## src/rtl/piso_pkg.sv

```systemverilog
package piso_pkg;

    localparam int STAGES_DEFAULT = 8;

    // Select encoding on the shift_sel pin
    typedef enum logic {
        SEL_LOAD  = 1'b0,
        SEL_SHIFT = 1'b1
    } sel_e;

    // Action taken by every stage at a clock edge
    typedef enum logic [1:0] {
        ACT_HOLD  = 2'd0,
        ACT_LOAD  = 2'd1,
        ACT_SHIFT = 2'd2
    } act_e;

    function automatic act_e decode_act(input logic inhibit, input sel_e sel);
        act_e a;
        if (inhibit)
            a = ACT_HOLD;
        else if (sel == SEL_SHIFT)
            a = ACT_SHIFT;
        else
            a = ACT_LOAD;
        return a;
    endfunction

endpackage

```

## src/rtl/piso_ctrl.sv

```systemverilog
module piso_ctrl
    import piso_pkg::*;
(
    input  logic clk_inhibit,
    input  logic shift_sel,
    output act_e act
);

    sel_e sel;

    always_comb begin
        sel = sel_e'(shift_sel);
        act = decode_act(clk_inhibit, sel);
    end

endmodule

```

## src/rtl/piso_stage.sv

```systemverilog
module piso_stage
    import piso_pkg::*;
(
    input  logic clk,
    input  logic clear_n,
    input  act_e act,
    input  logic load_bit,
    input  logic prev_bit,
    output logic q
);

    always_ff @(posedge clk or negedge clear_n) begin
        if (!clear_n) begin
            q <= 1'b0;
        end else begin
            case (act)
                ACT_LOAD:  q <= load_bit;
                ACT_SHIFT: q <= prev_bit;
                default:   q <= q;
            endcase
        end
    end

endmodule

```

## src/rtl/piso_shift8.sv

```systemverilog
module piso_shift8
    import piso_pkg::*;
#(
    parameter int STAGES = STAGES_DEFAULT
) (
    input  logic              clk,
    input  logic              clk_inhibit,
    input  logic              clear_n,
    input  logic              shift_sel,
    input  logic              ser_in,
    input  logic [STAGES-1:0] par_in,
    output logic              q_last
);

    localparam int LAST = STAGES - 1;

    act_e              act;
    logic [STAGES-1:0] stage_q;
    logic [STAGES-1:0] feed;

    piso_ctrl i_ctrl (
        .clk_inhibit (clk_inhibit),
        .shift_sel   (shift_sel),
        .act         (act)
    );

    assign feed = {stage_q[LAST-1:0], ser_in};

    for (genvar i = 0; i < STAGES; i++) begin : g_stage
        piso_stage i_stage (
            .clk      (clk),
            .clear_n  (clear_n),
            .act      (act),
            .load_bit (par_in[i]),
            .prev_bit (feed[i]),
            .q        (stage_q[i])
        );
    end

    assign q_last = stage_q[LAST];

endmodule

```

## config.mk

```make
export PLATFORM = sky130hd
export DESIGN_NAME = piso_shift8
export DESIGN_NICKNAME = d
export VERILOG_FILES = /design/src/rtl/piso_pkg.sv /design/src/rtl/piso_ctrl.sv /design/src/rtl/piso_stage.sv /design/src/rtl/piso_shift8.sv
export SDC_FILE = /design/constraint.sdc
export NUM_CORES = 1
export LEC_CHECK = 0
export ABC_AREA = 1
export BUFFER_PORTS_ARGS = -buffer_cell sky130_fd_sc_hd__buf_2
export CORE_MARGIN = 2
export CORE_UTILIZATION = 45
export CTS_CLUSTER_DIAMETER = 50
export DETAILED_ROUTE_END_ITERATION = 12
export GPL_ROUTABILITY_DRIVEN = 0
export HOLD_SLACK_MARGIN = 0.15
export PLACE_DENSITY = 0.68
export SLEW_MARGIN = 30
export SYNTH_ARGS = -nofsm -noshare
export SYNTH_HDL_FRONTEND = slang
export SYNTH_HIERARCHICAL = 1
export SYNTH_SLANG_ARGS = --single-unit
```

## constraint.sdc

```tcl
create_clock -name clk -period 0.85 [get_ports clk]
set_input_delay 0.17 -clock clk [delete_from_list [all_inputs] [get_ports clk]]
set_output_delay 0.17 -clock clk [all_outputs]
set_load 0.01 [all_outputs]
```

# Word level (Yosys, flattened, before mapping)
# Index checks and enable logic that the tools add are counted.
op_classes:
  n_eq_ne: 2
  reduce_logical: 1
  muxes: 10
ops:
  columns: ["op", "n"]
  rows:
  - ["one-hot mux 1 bit (2 select lines)", 8]
  - ["2-to-1 mux 2 bit", 2]
  - ["== test 2 x 1 -> 1 bit (second input constant)", 1]
  - ["== test 2 bit (second input constant)", 1]
  - ["nonzero test 2 bit", 1]
totals:
  input_bits: 13
  wordCells: 21
  regBits: 8

# Longest topological paths before layout
depth:
  ltp_word: 4
  ltp_mapped: 7

# By module
# Netlist, hierarchy kept.
by_module_without_submodules:
  columns: ["module", "instances", "cells_per_inst", "area_each_um2", "seq_area_each_um2"]
  rows:
  - ["piso_stage", 8, 12, 76.3, 25.0]
  - ["piso_ctrl", 1, 3, 13.8, 0.0]

# Worst setup path after synthesis
# Ideal clock, no wire load.
synth_path:
  path_type: "input to register"
  from: "in shift_sel"
  to: "reg g_stage[0].i_stage.q"
  required_ps: 733
  path_stages: 6
  setup_slack_ps: -233
  setup_time_ps: 117
  t_arrival_ps: 966
  path_cell_list: "nor2_1 -> inv_1 -> ha_1 -> inv_1 -> nand3_1 -> nand2_1"
synth_between:
  elab_chain_cells: 4
synth_rtl:
  columns: ["element", "line", "source"]
  rows:
  - ["from (decl)", "piso_shift8.sv:9", "input logic shift_sel,"]
  - ["2-to-1 mux 2 bit (*)", "piso_pkg.sv:22", "else if (sel == SEL_SHIFT)"]
  - ["2-to-1 mux 2 bit (*)", "piso_pkg.sv:20", "if (inhibit)"]
  - ["== test 2 bit or == test 2 x 1 -> 1 bit (tied branches)", "piso_stage.sv:16", "case (act)"]
  - ["one-hot mux 1 bit (2 select lines) or nonzero test 2 bit (tied branches)", null, null]
  - ["to (signal assigned)", "piso_stage.sv:17", "ACT_LOAD: q <= load_bit;"]
  - ["to (signal assigned)", "piso_stage.sv:18", "ACT_SHIFT: q <= prev_bit;"]
  - ["to (signal assigned)", "piso_stage.sv:19", "default: q <= q;"]
  - ["to (decl)", "piso_stage.sv:9", "output logic q"]
# Every way passes the cells marked *; elsewhere a longest branch is shown, timed or not.
# A chain may end at the register's enable or synchronous reset.

# Final worst setup path
layout_path:
  from: "reg g_stage[7].i_stage.q"
  to: "out q_last"
layout_rtl:
  columns: ["element", "line", "source"]
  rows:
  - ["from (decl)", "piso_stage.sv:9", null]
  - ["from (signal assigned)", "piso_stage.sv:17", null]
  - ["from (signal assigned)", "piso_stage.sv:18", null]
  - ["from (signal assigned)", "piso_stage.sv:19", null]
  - ["to (decl)", "piso_shift8.sv:12", "output logic q_last"]
# No word-level cell between the ends.

==> results by stage <==
Outcome:
- The run finished, with violations left.
- The checks that failed: negative setup slack.

Worst setup path:
- The worst-path maximum fanout is 2.
- The data required time at the worst endpoint is between 0.6 and 0.7 ns.
- In this run the critical register-to-register path is captured at g_stage[7].i_stage/q.
- The worst-path cell with the longest stage delay is dfrtp_1.
- The worst setup path is captured at an output port.
- STA classifies the critical path startpoint as a register.
- On the worst path, the slowest cell contributes a delay of roughly 0.37 ns.
- The worst setup path is of the reg2out kind.
- The critical path's top delay family is flip-flops.
- Traced cell by cell, the critical path runs through buf_2.
- The arrival time of data at the critical path endpoint is between 0.7 and 0.8 ns.
- Together, buffers and inverters on the worst path number 1.
- The slack of the worst reg-to-reg path is roughly 0.12 ns.
- The worst flop-to-flop path startpoint is g_stage[6].i_stage/q.
- Counting cells, the worst reg-to-reg path comes to 4.

Synth:
- The count of warnings emitted by yosys is 6.
- The count of different cell masters after synthesis is 7.
- Synthesis produced a netlist with a net count of 120.
- The average cell area after synthesis is 6.31 sq um.
- For this run, the register share of the synthesized area comes to 0.321.
- dfrtp_1 takes more of the synthesized area than any other cell.
- Yosys attributes the largest share of cell area to dfrtp_1 (32%), inv_1 (25%), nand2_1 (19%), ha_1 (16%), nand3_1 (6.4%).
- The mapped netlist covers ~620 sq um.
- The synthesized netlist cell count is between 90 and 100.
- The register bit count reported by yosys is 8.
- The share of synthesized area in the top cell type comes to 0.321.

Floorplanning:
- The die width is around 41 um.
- The die outline height is roughly 41 um.
- The total die area is between 1500 and 2000 sq um.
- The I/O pin count is 14.
- The core region is between 1000 and 1500 sq um.
- The effective utilization at floorplan is 0.480.
- The standard-cell row count is 13.

Detailed routing:
- In the routed design, unresolved DRC markers number 0.
- The detailed-route wire length is 1.35 mm.
- Dividing the detail-routed wire length by the instance count gives roughly 10 um.
- The routed layout has between 500 and 600 vias.
- The DRC violation total after the first TritonRoute iteration is 4.
- In the routed layout, each cell is associated on average with a via count of roughly 4.5.
- The first detailed-routing pass ran for 4 iterations.
- The count of nets left with antenna violations after detail routing is 0.

Finish:
- The antenna diode count is 0.
- The top cell types in the final layout, fill and taps aside, are nand2_1 (29), inv_1 (21), inv_2 (20), buf_2 (11).
- In the final layout, the share of cells above drive strength 1 is 0.496.
- The number of flip-flops in the largest register is 8.
- The leading cell type in the layout, fill and taps excluded is nand2_1.
- The finished cells cover between 900 and 1000 sq um.
- Ranked by flip-flop count, first place goes to g_stage.i_stage/q.
- Relative to the synthesized area, the layout overhead comes to 50.1%.
- In the final layout, the registers with the most flip-flops are g_stage.i_stage/q: 8 flops.
- The number of nets at the end of the flow is 140.

Placement:
- The instance area after placement is roughly 720 sq um.
- In this run the tool buffered the top-level ports with 13 buffer cells.
- Summed over all nets, the half-perimeter wirelength after detailed placement is between 800 and 900 um.

GRT:
- The overall fraction of global-route tracks in use is 0.161.
- The residual overflow from global routing is 0.
- The number of global-route vias before repair is 470.
- The wire length of the first global-routing pass is ~1.7 mm.
- Entering global routing, the biggest net connects 9 pins.
- The number of antenna violations at the first check in global routing is 0.

Timing:
- For the pin with the worst max-slew slack, the measured transition is ~0.27 ns.
- The clock arrives with between 0.002 and 0.0025 ns of skew.
- The worst setup margin is -0.0867 ns.
- The worst pin sits at a relative slew slack of 0.820.
- The final hold violation count was 0.
- Setup repair after global routing could not meet its margin everywhere.
- The time the worst path needs with I/O delays and setup is between 0.9 and 1 ns.
- The final cycle utilization of the critical path is 1.10.
- The worst hold margin is 0.215 ns.
- Setup violations remaining at the end of the flow were counted as 7.
- Static timing analysis puts the maximum clock frequency at about 1.1 GHz.
- The final number of max-transition violations is 0.

Power:
- Total power for the finished layout comes to 1.22 mW.
- VDD sags by at most between 0.7 and 0.8 mV.
- Dividing total power by cell area gives a power density of approximately 1300 nW/um^2.
- For this design the static power due to leakage is around 0.52 nW.

Hold path:
- The instance count along the most critical hold path is 5.
- The worst hold path begins at par_in[2].
- For hold timing, the worst endpoint is g_stage[2].i_stage/q.
- The worst hold-check path type is in2reg.

Clock network:
- In this run the number of H-tree levels came out at 1.
- The clock root buffer is clkbuf_4.
- Clock tree synthesis found a total of 8 sinks.
- Counting along the longest clock path gives a buffer depth of 2.
- TritonCTS built the clock tree.
- At the later pin of the worst-skew pair, clock insertion delay measures around 0.25 ns.
- The TritonCTS buffer count is 3.
- After clock tree synthesis, the clock-pin slew on the worst setup and hold paths is about 0.06 ns.

Job:
- The number of maximum-capacitance constraint violations is 0.
## where the power goes
| part | switching, mW | internal (mW) | leakage, nW |
|---|---|---|---|
| sequential | 0.0402 | 0.456 | 0.0977 |
| combinational | 0.227 | 0.196 | 0.413 |
| clock | 0.139 | 0.162 | 0.0138 |
## metrics by stage
stage	cells	setup slack (ns)	TNS, ns	util
after floorplan	99	-0.0420	-0.336	-
after global placement	127	-0.253	-1.91	0.554
after detailed placement	127	-0.284	-2.09	0.554
after CTS	132	-0.0953	-0.100	0.613
after global routing	132	-0.114	-0.598	0.720
final	132	-0.0867	-0.126	0.720
## cells in the mapped netlist
| cell type | n |
|---|---|
| nor2_1 | 1 |
| nor2_2 | 1 |
| nand2_1 | 32 |
| nand3_1 | 8 |
| ha_1 | 8 |
| inv_1 | 41 |
| dfrtp_1 | 8 |
## layer usage
metal | vias to the layer above | routed length (um) | track usage
li1 | 312 | - | -
met1 | 268 | 564 | 0.167
met2 | 10 | 738 | 0.293
met3 | 2 | 39 | 0.0326
met4 | 0 | 8 | 0.0968
met5 | - | 0 | 0
## layout make-up
cell class	count	area, sq um
timing repair buffer	15	111
clock buffer	3	22.5
multi-input combinational	50	430
inverter	41	154
fill	98	364
sequential	8	200
tap	15	18.8
## cell families (layout without fill, tap and decap cells)
| group | after synthesis | count (layout) | synth area share |
|---|---|---|---|
| adder cells (fa/ha/maj) | 8 | 8 | 0.160 |
| buffers and inverters | 41 | 59 | 0.246 |
| flip-flops | 8 | 8 | 0.321 |
| AND/OR/NAND/NOR | 42 | 42 | 0.273 |
## how the worst max path moves through the flow
stage | startpoint | to | slack, ns | cells past startpoint
detailed placement | clk_inhibit | g_stage[5].i_stage/q | -0.28 | 7
global placement | clk_inhibit | g_stage[5].i_stage/q | -0.25 | 7
CTS | g_stage[7].i_stage/q | q_last | -0.1 | 1
finish | g_stage[7].i_stage/q | q_last | -0.09 | 1
floorplan | clk_inhibit | g_stage[0].i_stage/q | -0.04 | 6
global route | g_stage[7].i_stage/q | q_last | -0.11 | 1
## timing repair
action,in CTS,in global routing
setup buffers,1,0
endpoints found under the setup margin,3,9
gates resized for setup,2,44
hold buffers,1,0
endpoints found under the hold margin,8,0
pin swaps,2,21
(Power assumes the default switching activity.)
